==> config.mk <==
export PLATFORM = sky130hd
export DESIGN_NAME = fmul_unit
export DESIGN_NICKNAME = d
export VERILOG_FILES = /design/src/rtl/fmul_pkg.sv /design/src/rtl/fmul_rst_sync.sv /design/src/rtl/fmul_ctrl.sv /design/src/rtl/fmul_datapath.sv /design/src/rtl/fmul_unit.sv
export SDC_FILE = /design/constraint.sdc
export NUM_CORES = 1
export LEC_CHECK = 0
export CORE_ASPECT_RATIO = 1.1
export CORE_MARGIN = 2
export CORE_UTILIZATION = 30
export DETAILED_ROUTE_END_ITERATION = 10
export DONT_BUFFER_PORTS = 1
export HOLD_SLACK_MARGIN = 0.02
export SYNTH_ARGS = -nofsm -noshare
export SYNTH_HDL_FRONTEND = slang
export SYNTH_SLANG_ARGS = --single-unit
==> constraint.sdc <==
create_clock -name clk -period 2.9 [get_ports clk]
set_clock_uncertainty 0.05 [all_clocks]
set_input_delay 0.435 -clock clk [delete_from_list [all_inputs] [get_ports clk]]
set_output_delay 0.435 -clock clk [all_outputs]
set_load 0.01 [all_outputs]
==> src/rtl/fmul_pkg.sv <==
package fmul_pkg;

  typedef enum logic [1:0] {
    SGN_UU  = 2'b00,
    SGN_SS  = 2'b01,
    SGN_SU  = 2'b10,
    SGN_ALT = 2'b11
  } sign_sel_e;

  typedef struct packed {
    logic      frac;
    sign_sel_e sel;
  } mul_mode_t;

  // bit 0: first operand signed, bit 1: second operand signed
  function automatic logic [1:0] operand_signed(sign_sel_e s);
    logic [1:0] r;
    case (s)
      SGN_SS:  r = 2'b11;
      SGN_SU:  r = 2'b01;
      default: r = 2'b00;
    endcase
    return r;
  endfunction

endpackage

==> src/rtl/fmul_rst_sync.sv <==
module fmul_rst_sync (
  input  logic clk,
  input  logic arst_n,
  output logic rst_n
);
  logic [1:0] sync_q;

  always_ff @(posedge clk or negedge arst_n) begin
    if (!arst_n) sync_q <= 2'b00;
    else         sync_q <= {sync_q[0], 1'b1};
  end

  assign rst_n = sync_q[1];
endmodule

==> src/rtl/fmul_ctrl.sv <==
module fmul_ctrl (
  input  logic clk,
  input  logic rst_n,
  input  logic start_i,
  output logic accept_o,
  output logic busy_o,
  output logic done_o
);
  logic busy_q, busy_d;
  logic done_q, done_d;

  always_comb begin
    accept_o = start_i & ~busy_q;
    busy_d   = accept_o;
    done_d   = busy_q;
  end

  always_ff @(posedge clk or negedge rst_n) begin
    if (!rst_n) begin
      busy_q <= 1'b0;
      done_q <= 1'b0;
    end else begin
      busy_q <= busy_d;
      done_q <= done_d;
    end
  end

  assign busy_o = busy_q;
  assign done_o = done_q;

  // an accepted request occupies exactly one busy cycle
  p_accept_busy_r2: assert property (@(posedge clk) disable iff (!rst_n)
    (start_i && !busy_o) |=> busy_o);
  // busy is followed by the completion pulse
  p_busy_done_r2: assert property (@(posedge clk) disable iff (!rst_n)
    busy_o |=> (done_o && !busy_o));
  // a request during busy starts nothing, so busy never lasts two cycles
  p_no_restart_r3: assert property (@(posedge clk) disable iff (!rst_n)
    busy_o |=> !busy_o);
  // completion is a single-cycle pulse
  p_done_pulse_r2: assert property (@(posedge clk) disable iff (!rst_n)
    done_o |=> !done_o);
endmodule

==> src/rtl/fmul_datapath.sv <==
module fmul_datapath
  import fmul_pkg::*;
#(
  parameter int DW = 8
) (
  input  logic [DW-1:0]   op_a,
  input  logic [DW-1:0]   op_b,
  input  mul_mode_t       mode,
  output logic [2*DW-1:0] result,
  output logic            carry,
  output logic            zero
);
  localparam int PW = 2 * DW;

  logic [1:0]           sgn;
  logic [1:0][DW-1:0]   ops;
  logic [1:0][PW-1:0]   ext;
  logic [PW-1:0]        raw;

  assign sgn = operand_signed(mode.sel);
  assign ops[0] = op_a;
  assign ops[1] = op_b;

  for (genvar g = 0; g < 2; g++) begin : g_ext
    assign ext[g] = {{DW{sgn[g] & ops[g][DW-1]}}, ops[g]};
  end

  always_comb begin
    raw    = ext[0] * ext[1];
    carry  = raw[PW-1];
    result = mode.frac ? {raw[PW-2:0], 1'b0} : raw;
    zero   = (result == '0);
  end
endmodule

==> src/rtl/fmul_unit.sv <==
module fmul_unit
  import fmul_pkg::*;
#(
  parameter int DW = 8
) (
  input  logic          clk,
  input  logic          arst_n,
  input  logic          start_i,
  input  logic [2:0]    mode_i,
  input  logic [DW-1:0] opa_i,
  input  logic [DW-1:0] opb_i,
  output logic          busy_o,
  output logic          done_o,
  output logic [DW-1:0] res_hi_o,
  output logic [DW-1:0] res_lo_o,
  output logic          zero_o,
  output logic          carry_o
);
  localparam int PW = 2 * DW;

  logic rst_n;
  logic accept;
  logic busy;

  logic [DW-1:0] opa_q, opa_d;
  logic [DW-1:0] opb_q, opb_d;
  mul_mode_t     mode_q, mode_d;

  logic [PW-1:0] res_q, res_d, dp_res;
  logic          z_q, z_d, dp_z;
  logic          c_q, c_d, dp_c;

  fmul_rst_sync u_rst (
    .clk    (clk),
    .arst_n (arst_n),
    .rst_n  (rst_n)
  );

  fmul_ctrl u_ctrl (
    .clk      (clk),
    .rst_n    (rst_n),
    .start_i  (start_i),
    .accept_o (accept),
    .busy_o   (busy),
    .done_o   (done_o)
  );

  fmul_datapath #(.DW(DW)) u_dp (
    .op_a   (opa_q),
    .op_b   (opb_q),
    .mode   (mode_q),
    .result (dp_res),
    .carry  (dp_c),
    .zero   (dp_z)
  );

  // next state: operand capture enabled by accept, result write by busy
  always_comb begin
    opa_d  = accept ? opa_i : opa_q;
    opb_d  = accept ? opb_i : opb_q;
    mode_d = accept ? mul_mode_t'(mode_i) : mode_q;
    res_d  = busy ? dp_res : res_q;
    z_d    = busy ? dp_z   : z_q;
    c_d    = busy ? dp_c   : c_q;
  end

  always_ff @(posedge clk or negedge rst_n) begin
    if (!rst_n) begin
      opa_q  <= '0;
      opb_q  <= '0;
      mode_q <= '0;
      res_q  <= '0;
      z_q    <= 1'b0;
      c_q    <= 1'b0;
    end else begin
      opa_q  <= opa_d;
      opb_q  <= opb_d;
      mode_q <= mode_d;
      res_q  <= res_d;
      z_q    <= z_d;
      c_q    <= c_d;
    end
  end

  assign busy_o   = busy;
  assign res_hi_o = res_q[PW-1:DW];
  assign res_lo_o = res_q[DW-1:0];
  assign zero_o   = z_q;
  assign carry_o  = c_q;

  // outside a completing edge the result pair and flags hold
  p_hold_result_r11: assert property (@(posedge clk) disable iff (!rst_n)
    !busy |=> ($stable(res_q) && $stable(zero_o) && $stable(carry_o)));
  // captured operands stay put while the operation is in flight
  p_operands_held_r11: assert property (@(posedge clk) disable iff (!rst_n)
    busy |=> ($stable(opa_q) && $stable(opb_q) && $stable(mode_q)));
  // a fractional result always has a cleared least significant bit
  p_frac_lsb_r8: assert property (@(posedge clk) disable iff (!rst_n)
    (done_o && mode_q.frac) |-> (res_lo_o[0] == 1'b0));
  // the zero flag agrees with the delivered pair
  p_zero_flag_r10: assert property (@(posedge clk) disable iff (!rst_n)
    done_o |-> (zero_o == ({res_hi_o, res_lo_o} == '0)));
endmodule

# Word-level counts from Yosys, hierarchy flattened
# Index checks and enable logic that the tools add are counted.
# op_classes
muxes	2
eq_ne	2
n_reduce_logical	1
n_mul	1
n_bitwise	4
n_lt_le_gt_ge	0
div	0
n_shift	0
add_sub_neg	0
# ops
cell	count
16-bit zero test	1
9-bit by 9-bit multiplier with 16-bit output	1
16-bit two-way mux	1
2-bit case mux with 2 select lines	1
1-bit AND	3
2-bit by 1-bit == test with 1-bit output, second input constant	1
2-bit == test, second input constant	1
1-bit inverter	1
# totals
regBits	41
mem_count	0
output_inout_bits	20
wordCells	20
ram_bits	0
inputBits	22
latchBits	0
mem_bits_ro	0

# Logic depth before layout (Yosys ltp)
# Gate-level depths: netlist of run 1.
# logic_depth
word_depth	6
depth_mapped	20
ltp_nobuf	20

# Hierarchy
# From an unflattened synthesis of run 1, not the netlist that was laid out.
# hier_totals
cells_unflattened	434
hier_area_um2	4588.2
# modules_own_cells
mod	seq_area_each_um2	cells_per_inst	area_per_inst_um2	instances
fmul_datapath	0.0	350	2990.4	1
fmul_unit	925.9	78	1480.2	1
fmul_ctrl	50.0	3	63.8	1
fmul_rst_sync	50.0	3	53.8	1

# Worst setup path after synthesis of run 1
# No wires, ideal clock.
# synth_path
kind	reg2reg
from	reg mode_q[0] (netlist name)
to	reg z_q, in the netlist zero_o
n_path_buf	0
synth_period_minus_slack_ns	5.762
setup_ns	0.096
arrival_ns	5.616
setup_slack_ns	-2.862
path_stages_with_launch	20
t_required_ns	2.754
cell_sequence	dfrtp_1 ha_1 nor2b_1 nand2_1 fa_1 inv_1 fa_1 fa_1 fa_1 inv_1 fa_1 inv_1 ha_1 nand3_1 o22ai_2 nor2_2 xnor2_1 or4_1 or4_1 o32ai_2
# synth_via
elab_chain_len	6
elab_cells_between_ends	8
classes_between	mul (1); eq/ne (2); mux (2); bitwise (2); reduce/logical (1)
# synth_rtl
element	line_no	source
start, declared	fmul_unit.sv:27	mul_mode_t mode_q, mode_d;
start signal, assigned	fmul_unit.sv:78	mode_q <= mode_d;
2-bit == test / 2-bit by 1-bit == test with 1-bit output (equally long branches)	fmul_pkg.sv:18	case (s)
2-bit case mux with 2 select lines *	fmul_pkg.sv:18	
1-bit AND	fmul_datapath.sv:25	assign ext[g] = {{DW{sgn[g] & ops[g][DW-1]}}, ops[g]};
9-bit by 9-bit multiplier with 16-bit output *	fmul_datapath.sv:29	raw = ext[0] * ext[1];
16-bit two-way mux *	fmul_datapath.sv:31	result = mode.frac ? {raw[PW-2:0], 1'b0} : raw;
16-bit zero test *	fmul_datapath.sv:32	zero = (result == '0);
end signal, assigned	fmul_unit.sv:80	z_q <= z_d;
end, declared	fmul_unit.sv:30	logic z_q, z_d, dp_z;
# Every way passes the cells marked *; elsewhere a longest branch is shown, timed or not.
# A chain may end at the register's enable or synchronous reset.

# Worst setup path after layout of run 1
# layout_path
from	reg mode_q[1] (netlist name)
to	reg z_q, in the netlist zero_o
# The elaborated chain is that of the path after synthesis.

==> results of run 1 <==
-- flip-flops by register name, summed over array words and instances (netlist names) --
name	count
carry_o	1
mode_q	3
opa_q	8
opb_q	8
res_q	16
u_ctrl.busy_o	1
u_ctrl.done_o	1
u_rst.sync_q	2
zero_o	1
-- layer usage --
layer | vias to the layer above | share of wire | track usage
li1 | 1592 | - | -
met1 | 1716 | 0.41 | 0.1828
met2 | 71 | 0.52 | 0.2569
met3 | 18 | 0.044 | 0.02241
met4 | 0 | 0.023 | 0.04328
met5 | - | 0 | 0
-- critical path, cell delays in order, from the launching register on --
cell	delay, ns
dfrtp_1	0.37
inv_2	0.08
ha_4	0.14
nand2_4	0.04
or2_4	0.22
fa_1	0.45
fa_1	0.49
inv_1	0.06
fa_1	0.50
fa_1	0.54
inv_1	0.05
fa_1	0.49
inv_2	0.04
ha_4	0.27
nor2b_4	0.12
nor2_1	0.05
xnor2_1	0.13
or4_1	0.52
or4_4	0.49
o32ai_2	0.20
-- placed cells by master (no fill, tap or decap), types with 3 or more instances in the layout --
| master | n |
|---|---|
| mux2_2 | 20 |
| inv_2 | 11 |
| nand2_2 | 6 |
| nand2_1 | 39 |
| xnor2_1 | 10 |
| ha_1 | 13 |
| xor2_1 | 3 |
| mux2_4 | 3 |
| clkbuf_16 | 5 |
| o21ai_1 | 5 |
| buf_6 | 20 |
| ha_4 | 18 |
| mux2i_1 | 11 |
| nand2_4 | 5 |
| ha_2 | 3 |
| inv_1 | 75 |
| a21oi_1 | 11 |
| buf_4 | 79 |
| nor2_1 | 27 |
| and2_1 | 34 |
| fa_2 | 3 |
| fa_1 | 60 |
| dfrtp_1 | 33 |
| a21oi_2 | 4 |
| dfrtp_2 | 8 |
-- area by class of cell --
| type | instances | area (um2) |
|---|---|---|
| repair buffers | 100 | 828.3 |
| multi-input cells | 315 | 3488 |
| fillers | 1397 | 8775 |
| clock buffers | 6 | 138.9 |
| flip-flops and latches | 41 | 1036 |
| clock inverters | 2 | 37.54 |
| inverters | 87 | 329.1 |
| well taps | 196 | 245.2 |
-- Yosys cell counts (3+ instances only) --
library cell	n	area share
mux2i_1	11	0.024
nand2_1	50	0.042
nor2b_1	3	0.0042
ha_1	34	0.094
mux2_2	23	0.057
clkbuf_1	20	0.017
fa_1	63	0.28
inv_1	87	0.072
dfrtp_1	41	0.23
and2_1	35	0.049
buf_1	3	0.0025
nor2_1	27	0.022
xnor2_1	11	0.021
o21ai_0	8	0.0089
a21oi_1	13	0.014
xor2_1	4	0.0078
-- timing repair --
item                                    in CTS  in global routing
gates resized for setup                     48                 26
endpoints found under the setup margin      14                 14
hold buffers                                 1                  0
buffers inserted                            16                  2
pin swaps                                   34                 18
gates cloned                                 0                  0
hold endpoints to repair                     2                  0
-- worst min-delay path by stage --
stage,endpoint,slack [ns],cells after the start
6_report,mode_q[2]$_DFFE_PN0P_,0.22,2
5_1_grt,mode_q[2]$_DFFE_PN0P_,0.21,2
4_1_cts,mode_q[2]$_DFFE_PN0P_,0.21,2
3_5_place_dp,u_rst.sync_q[0]$_DFF_PN0_,0.09,0
3_3_place_gp,u_rst.sync_q[1]$_DFF_PN0_,0.09,0
2_1_floorplan,u_rst.sync_q[0]$_DFF_PN0_,0.09,0
-- through the flow --
step	TNS [ns]	area, um2	instances	hold slack [ns]
after floorplan	-20.58	4758	466	0.08941
after detailed placement	-24.88	5466	720	0.08948
after global routing	-26.93	6103	747	0.2057
after global placement	-24.61	5466	720	0.08946
after CTS	-24.32	5929	745	0.2095
final	-24.11	6103	747	0.2227
-- cell families after synthesis --
logic type      Yosys count
fa+ha+maj                97
other cells               1
simple gates            129
buf+inv                 110
compound gates           39
mux                      34
flops                    41
xor+xnor                 15
==> flow_metrics.env, run 1 <==
export IMPL_syn_to_final_growth_pct=35.24
export IMPL_rsz0062_at_grt="true"
export IMPL_synthMuxAreaShare=0.08179
export IMPL_setup_viol=14
export IMPL_status="finished with violations"
export IMPL_cts_buffer_depth=2
export IMPL_max_cap_violations=0
export IMPL_setup_ws_ns=-2.512
export IMPL_crit_start="mode_q[1]$_DFFE_PN0P_"
export IMPL_rr_startpoint="mode_q[1]$_DFFE_PN0P_"
export IMPL_clk_pin_slew_ns=0.06
export IMPL_worst_pin_slew_ns=0.9082
export IMPL_vias=3397
export IMPL_hold_start="mode_i[2]"
export IMPL_grt_max_degree=40
export IMPL_violations="setup timing"
export IMPL_async_reset_ff_frac=1.000
export IMPL_htreeDepth=2
export IMPL_critPathCapture="zero_o$_DFFE_PN0P_"
export IMPL_r2r_end="zero_o$_DFFE_PN0P_"
export IMPL_drc_errors=0
export IMPL_drt_pre_antenna_iters=4
export IMPL_synth_compound_area_frac=0.05656
export IMPL_die_x_um=120.9
export IMPL_synth_xor_area_frac=0.02911
export IMPL_wl_per_cell_um=14.56
export IMPL_cp_arrival_ns=5.56
export IMPL_yosys_area_share_simple=0.1392
export IMPL_first_global_vias=3827
export IMPL_synth_seq_area_share=0.2273
export IMPL_synthCells=466
export IMPL_drv_slew=0
export IMPL_root_buffer="clkbuf_16"
export IMPL_worstSetupEndpointType="flop"
export IMPL_fp_coreArea_um2=14880
export IMPL_synthAdderAreaFrac=0.3737
export IMPL_netlist_area_um2=4513
export IMPL_synth_top_family_by_area="adder cells"
export IMPL_antenna_found_initial=0
export IMPL_grt_usage=0.1457
export IMPL_cp_max_fo=4
export IMPL_reg2reg_depth=19
export IMPL_initial_utilization=0.3033
export IMPL_worst_setup_path_start_kind="flop"
export IMPL_via_per_inst=4.548
export IMPL_fin_util=0.4102
export IMPL_gp_congestion=0.8265
export IMPL_drtAntennaViolNets=0
export IMPL_synth_nets=585
export IMPL_cts_buffers_inserted=5
export IMPL_ys_warnings_count=0
export IMPL_path_class="reg -> reg"
export IMPL_drive_above_1_share=0.3811
export IMPL_gr_total_overflow=0
export IMPL_fp_dieArea_um2=16040
export IMPL_synth_distinct_cells=41
export IMPL_synth_seq_cells=41
export IMPL_clock_latency_ns=0.29
export IMPL_fmax_mhz=184.8
export IMPL_cp_data_required_time_ns=3.05
export IMPL_io_buffer_count=0
export IMPL_ioPinCount=42
export IMPL_hold_path_class="in -> reg"
export IMPL_fin_nets=669
export IMPL_fin_crit_ns=5.412
export IMPL_relSlewSlack=0.3945
export IMPL_num_antenna_cells=0
export IMPL_wirelength_um=10880
export IMPL_clock_sinks=41
export IMPL_cts_tree="done"
export IMPL_synth_edf_count=0
export IMPL_grt_first_pass_wirelength_um=18590
export IMPL_r2r_slack_ns=-2.51
export IMPL_hold_viol=0
export IMPL_synthFlopType="dfrtp_1"
export IMPL_syn_avg_cell_area_um2=9.685
export IMPL_pre_cts_ws_ns=-2.626
export IMPL_finalCritPeriodShare=1.866
export IMPL_hpwl_um=8335
export IMPL_dr_first_iter_drc_count=120
export IMPL_num_rows=47
export IMPL_dieHeight_um=132.6
Power of run 1 is not shown: default switching activity piles up to over one toggle a cycle in this logic, so the estimate is an artifact.
==> run 2: changes to the inputs <==
Settings changed: CORE_UTILIZATION 30 to 40, CTS_BUF_LIST set to sky130_fd_sc_hd__clkbuf_4.
==> run 2 against run 1 <==
Effect of this change: die area fell by 24%; worst hold slack got worse by 0.082 ns; maximum frequency fell by 0.16%; register-to-register slack barely moved; first-iteration DRC count rose by 9.2%; non-clock buffer count fell by 13; cell count fell by 8.2%; critical path type unchanged; global-route usage rose by 4.2 points; the flow still finishes with violations (setup timing).
==> flow_metrics.env, run 2 (synthesis results as in run 1) <==
export IMPL_grt_max_degree=40
export IMPL_wl_per_cell_um=15.01
export IMPL_cpMostUsedCell="fa_1"
export IMPL_seq_area_um2=1033
export IMPL_top_register="res_q"
export IMPL_clock_latency_ns=0.36
export IMPL_finalCritPeriodShare=1.869
export IMPL_drive_above_1_share=0.3383
export IMPL_hold_path_class="in -> reg"
export IMPL_cts_buffers_inserted=5
export IMPL_grt_usage=0.1879
export IMPL_cts_tree="done"
export IMPL_grt_first_pass_wirelength_um=18020
export IMPL_violations="setup timing"
export IMPL_fillers=993
export IMPL_largest_register_ffs=16
export IMPL_max_cap_violations=0
export IMPL_dieHeight_um=115.4
export IMPL_syn_to_final_growth_pct=26.37
export IMPL_io_buffer_count=0
export IMPL_num_rows=40
export IMPL_reg_top3="res_q: 16 flops, opa_q: 8 flops, opb_q: 8 flops"
export IMPL_dr_first_iter_drc_count=131
export IMPL_clk_pin_slew_ns=0.14
export IMPL_fin_util=0.5203
export IMPL_htreeDepth=2
export IMPL_path_class="reg -> reg"
export IMPL_fin_crit_ns=5.421
export IMPL_root_buffer="clkbuf_4"
export IMPL_hold_viol=0
export IMPL_multi_input_area_um2=3393
export IMPL_first_global_vias=3854
export IMPL_r2r_slack_ns=-2.52
export IMPL_cpPeakStageDelay_ns=0.52
export IMPL_hpwl_um=8402
export IMPL_gp_congestion=0.8844
export IMPL_cts_buffer_depth=2
export IMPL_crit_chain="inv_2 > ha_4 > nand2_4 > or2_4 > fa_1 > fa_1 > inv_2 > fa_1 > fa_1 > inv_1 > fa_1 > inv_2 > ha_4 > nor2b_1 > nor2_1 > xnor2_1 > or4_1 > or4_4 > o32ai_2"
export IMPL_initial_utilization=0.4118
export IMPL_wirelength_um=10290
export IMPL_cp_slowest_cell="fa_1"
export IMPL_vias=3351
export IMPL_worst_setup_path_start_kind="flop"
export IMPL_worstSetupEndpointType="flop"
export IMPL_fin_nets=656
export IMPL_status="finished with violations"
export IMPL_drc_errors=0
export IMPL_setup_ws_ns=-2.521
export IMPL_die_x_um=105.3
export IMPL_fp_coreArea_um2=10960
export IMPL_cp_arrival_ns=5.66
export IMPL_final_common_cell="inv_1"
export IMPL_cp_data_required_time_ns=3.13
export IMPL_cp_max_fo=4
export IMPL_cp_top_family="adder cells"
export IMPL_gr_total_overflow=0
export IMPL_final_cell_mix="inv_1, buf_4, fa_1"
export IMPL_via_per_inst=4.885
export IMPL_clock_sinks=41
export IMPL_drt_pre_antenna_iters=4
export IMPL_ioPinCount=42
export IMPL_setup_viol=14
export IMPL_critical_path_buf_inv_count=4
export IMPL_drv_slew=0
export IMPL_relSlewSlack=0.4062
export IMPL_fmax_mhz=184.5
export IMPL_worst_pin_slew_ns=0.8908
export IMPL_antenna_found_initial=1
export IMPL_drtAntennaViolNets=0
export IMPL_fp_dieArea_um2=12150
export IMPL_rsz0062_at_grt="true"
run 2: cell count changes in the layout (fill, tap and decap cells not counted), moves of 3 or more:
| cell | before | now |
|---|---|---|
| buf_4 | 79 | 76 |
| buf_6 | 20 | 9 |
| clkbuf_16 | 5 | 0 |
| clkbuf_4 | 0 | 7 |
| ha_1 | 13 | 20 |
| ha_4 | 18 | 13 |
| nand2_1 | 39 | 42 |
| nand2_4 | 5 | 2 |
run 2: worst paths after layout:
kind	from	end	cells after the start
worst max-delay path	mode_q[1]$_DFFE_PN0P_	zero_o$_DFFE_PN0P_	19
worst min-delay path	mode_i[2]	mode_q[2]$_DFFE_PN0P_	2
worst max register to register	mode_q[1]$_DFFE_PN0P_	zero_o$_DFFE_PN0P_	19
worst min register to register	u_rst.sync_q[0]$_DFF_PN0_	u_rst.sync_q[1]$_DFF_PN0_	0
max in group asynchronous	u_rst.sync_q[1]$_DFF_PN0_	opb_q[0]$_DFFE_PN0P_	0
min in group asynchronous	arst_n	u_rst.sync_q[1]$_DFF_PN0_	1
run 2: final cells by class:
| cell class | count | share of cell area |
|---|---|---|
| inverter | 87 | 0.05726 |
| clock inverter | 1 | 0.001536 |
| tap | 147 | 0.03225 |
| timing repair buffer | 87 | 0.1231 |
| clock buffer | 7 | 0.009215 |
| multi-input combinational | 315 | 0.5950 |
| sequential | 41 | 0.1812 |
| antenna | 1 | 0.0004388 |
run 2: per-stage QoR:
step / std cells / setup TNS, ns / area [um2] / setup slack (ns) / hold WS, ns
2_1_floorplan: 466 / -20.58 / 4758 / -2.526 / 0.08941
3_3_place_gp: 671 / -24.46 / 5418 / -2.581 / 0.08947
3_5_place_dp: 671 / -24.95 / 5418 / -2.627 / 0.08947
4_1_cts: 683 / -24.90 / 5639 / -2.612 / 0.1362
5_1_grt: 685 / -26.97 / 5700 / -2.708 / 0.1460
6_report: 686 / -24.26 / 5703 / -2.521 / 0.1402
run 2: routing by layer:
layer  GRT usage  share of wire  vias up
met1      0.2489           0.45     1710
met5           0              0        -
li1            -              -     1571
met3     0.02891          0.037       14
met4     0.05867          0.024        0
met2      0.3191           0.48       56
run 2: repair_timing:
item | in CTS | in global routing
cloned | 0 | 0
gates resized for setup | 35 | 8
hold buffers | 1 | 0
pin swaps | 18 | 17
buffers inserted | 4 | 3
setup endpoints to repair | 14 | 14
hold endpoints to repair | 2 | 0
Power of run 2 is left out for the same reason.
==> run 3: changes to the inputs <==
Settings changed: CORE_UTILIZATION 40 to 51, PLACE_DENSITY set to 0.69.
Clock period 2.9 ns to 4.8 ns, I/O delays scaled along.
==> run 3 against run 2 <==
Effect of this change: the flow still finishes with violations (setup timing); via count rose by 0.54%; core utilization is 13 points higher; maximum frequency fell by 1.7%; sequential share of layout area increased by 0.16 points; flip-flop and latch count unchanged; count of clock-buffer cells in the layout down 1; worst hold slack better by 0.18 ns; cell count shrank 5.2%; critical endpoint unchanged; highest routed layer unchanged.
==> flow_metrics.env, run 3 (synthesis results as in run 1) <==
export IMPL_final_cell_mix="buf_4, inv_1, fa_1"
export IMPL_setup_ws_ns=-0.7164
export IMPL_fp_dieArea_um2=9618
export IMPL_initial_utilization=0.5165
export IMPL_drive_above_1_share=0.3321
export IMPL_wl_per_cell_um=16.25
export IMPL_r2r_slack_ns=-0.72
export IMPL_fp_coreArea_um2=8738
export IMPL_syn_to_final_growth_pct=24.95
export IMPL_grt_first_pass_wirelength_um=17260
export IMPL_clock_sinks=41
export IMPL_drc_errors=0
export IMPL_worst_pin_slew_ns=1.172
export IMPL_grt_max_degree=40
export IMPL_path_class="reg -> reg"
export IMPL_drv_slew=0
export IMPL_finalCritPeriodShare=1.149
export IMPL_cp_arrival_ns=5.76
export IMPL_ioPinCount=42
export IMPL_via_per_inst=5.183
export IMPL_fillers=694
export IMPL_first_global_vias=3642
export IMPL_num_rows=36
export IMPL_htreeDepth=2
export IMPL_worst_setup_path_start_kind="flop"
export IMPL_gr_total_overflow=0
export IMPL_stdcell_count=650
export IMPL_hpwl_um=8054
export IMPL_fin_crit_ns=5.516
export IMPL_cp_max_fo=4
export IMPL_r2r_end="zero_o$_DFFE_PN0P_"
export IMPL_rsz0062_at_grt="true"
export IMPL_hold_path_class="reg -> reg"
export IMPL_worstSetupEndpointType="flop"
export IMPL_pre_cts_ws_ns=-0.7496
export IMPL_vias=3369
export IMPL_drtAntennaViolNets=0
export IMPL_dr_first_iter_drc_count=127
export IMPL_hold_viol=0
export IMPL_clk_pin_slew_ns=0.14
export IMPL_status="finished with violations"
export IMPL_root_buffer="clkbuf_4"
export IMPL_fmax_mhz=181.3
export IMPL_dp_cells=630
export IMPL_top_register="res_q"
export IMPL_gp_congestion=0.9299
export IMPL_rr_startpoint="mode_q[1]$_DFFE_PN0P_"
export IMPL_fin_nets=654
export IMPL_fin_util=0.6453
export IMPL_largest_register_ffs=16
export IMPL_cts_tree="done"
export IMPL_antenna_found_initial=0
export IMPL_reg_top3="res_q: 16 flops, opa_q: 8 flops, opb_q: 8 flops"
export IMPL_setup_viol=8
export IMPL_grt_usage=0.2294
export IMPL_cp_data_required_time_ns=5.05
export IMPL_violations="setup timing"
export IMPL_clock_latency_ns=0.38
export IMPL_num_antenna_cells=0
export IMPL_crit_start="mode_q[1]$_DFFE_PN0P_"
export IMPL_relSlewSlack=0.2153
export IMPL_max_cap_violations=0
export IMPL_critPathCapture="zero_o$_DFFE_PN0P_"
export IMPL_cts_buffers_inserted=5
export IMPL_final_common_cell="buf_4"
export IMPL_io_buffer_count=0
export IMPL_die_x_um=93.69
export IMPL_cts_buffer_depth=2
export IMPL_drt_pre_antenna_iters=4
export IMPL_reg2reg_depth=20
export IMPL_wirelength_um=10570
export IMPL_dieHeight_um=102.7
export IMPL_hold_ws_ns=0.3179
[run 3: cell count changes in the layout (fill, tap and decap cells not counted), moves of 3 or more]
cell,delta
nor2_2,+3
nand2_2,-3
nand2_1,+4
ha_4,-6
buf_4,+4
nor2_1,-4
ha_1,+6
buf_6,-5
[run 3: worst min-delay path by stage]
stage | start | endpoint | slack [ns] | cells past startpoint
after global routing | u_rst.sync_q[0]$_DFF_PN0_ | u_rst.sync_q[1]$_DFF_PN0_ | 0.33 | 0
after detailed placement | u_rst.sync_q[0]$_DFF_PN0_ | u_rst.sync_q[1]$_DFF_PN0_ | 0.29 | 0
after floorplan | u_rst.sync_q[0]$_DFF_PN0_ | u_rst.sync_q[1]$_DFF_PN0_ | 0.28 | 0
after CTS | u_rst.sync_q[0]$_DFF_PN0_ | u_rst.sync_q[1]$_DFF_PN0_ | 0.32 | 0
final | u_rst.sync_q[0]$_DFF_PN0_ | u_rst.sync_q[1]$_DFF_PN0_ | 0.32 | 0
after global placement | u_rst.sync_q[0]$_DFF_PN0_ | u_rst.sync_q[1]$_DFF_PN0_ | 0.29 | 0
[run 3: stage by stage]
| step | TNS, ns | instance area (um2) |
|---|---|---|
| 2_1_floorplan | -0.9829 | 4594 |
| 3_3_place_gp | -2.523 | 5201 |
| 3_5_place_dp | -2.949 | 5201 |
| 4_1_cts | -3.165 | 5460 |
| 5_1_grt | -5.447 | 5639 |
| 6_report | -3.356 | 5639 |
[run 3: metal layers]
| metal | vias to the layer above | track usage | part of all wire |
|---|---|---|---|
| met5 | - | 0 | 0 |
| met4 | 0 | 0.06020 | 0.026 |
| met3 | 21 | 0.03289 | 0.048 |
| met2 | 89 | 0.4033 | 0.53 |
| met1 | 1694 | 0.3010 | 0.40 |
| li1 | 1565 | - | - |
[run 3: what timing repair did]
item / in CTS / in global routing
pin swaps: 25 / 9
endpoints found under the hold margin: 2 / 0
hold buffers: 1 / 0
resized for setup: 28 / 32
endpoints found under the setup margin: 8 / 10
setup buffers: 9 / 4
[run 3: worst max-delay path, cell delays in order (launching register included)]
cell	delay, ns
dfrtp_1	0.39
inv_2	0.08
ha_4	0.21
nor2b_4	0.14
nand2_2	0.08
buf_6	0.12
fa_1	0.49
inv_1	0.05
fa_1	0.50
fa_1	0.43
fa_1	0.51
inv_2	0.04
fa_1	0.51
inv_2	0.05
ha_4	0.28
nor2b_4	0.14
nor2_2	0.04
xnor2_1	0.13
or4_4	0.52
or4_4	0.49
o32ai_2	0.20
[run 3: area by class of cell]
class,instances,area [um2],share of cell area
multi-input cells,315,3400,0.6028
repair buffers,85,655.6,0.1163
clock buffers,6,45.04,0.007988
inverters,87,326.6,0.05791
well taps,114,142.6,0.02529
flip-flops and latches,41,1031,0.1828
clock inverters,2,38.79,0.006878
Power of run 3 is left out for the same reason.
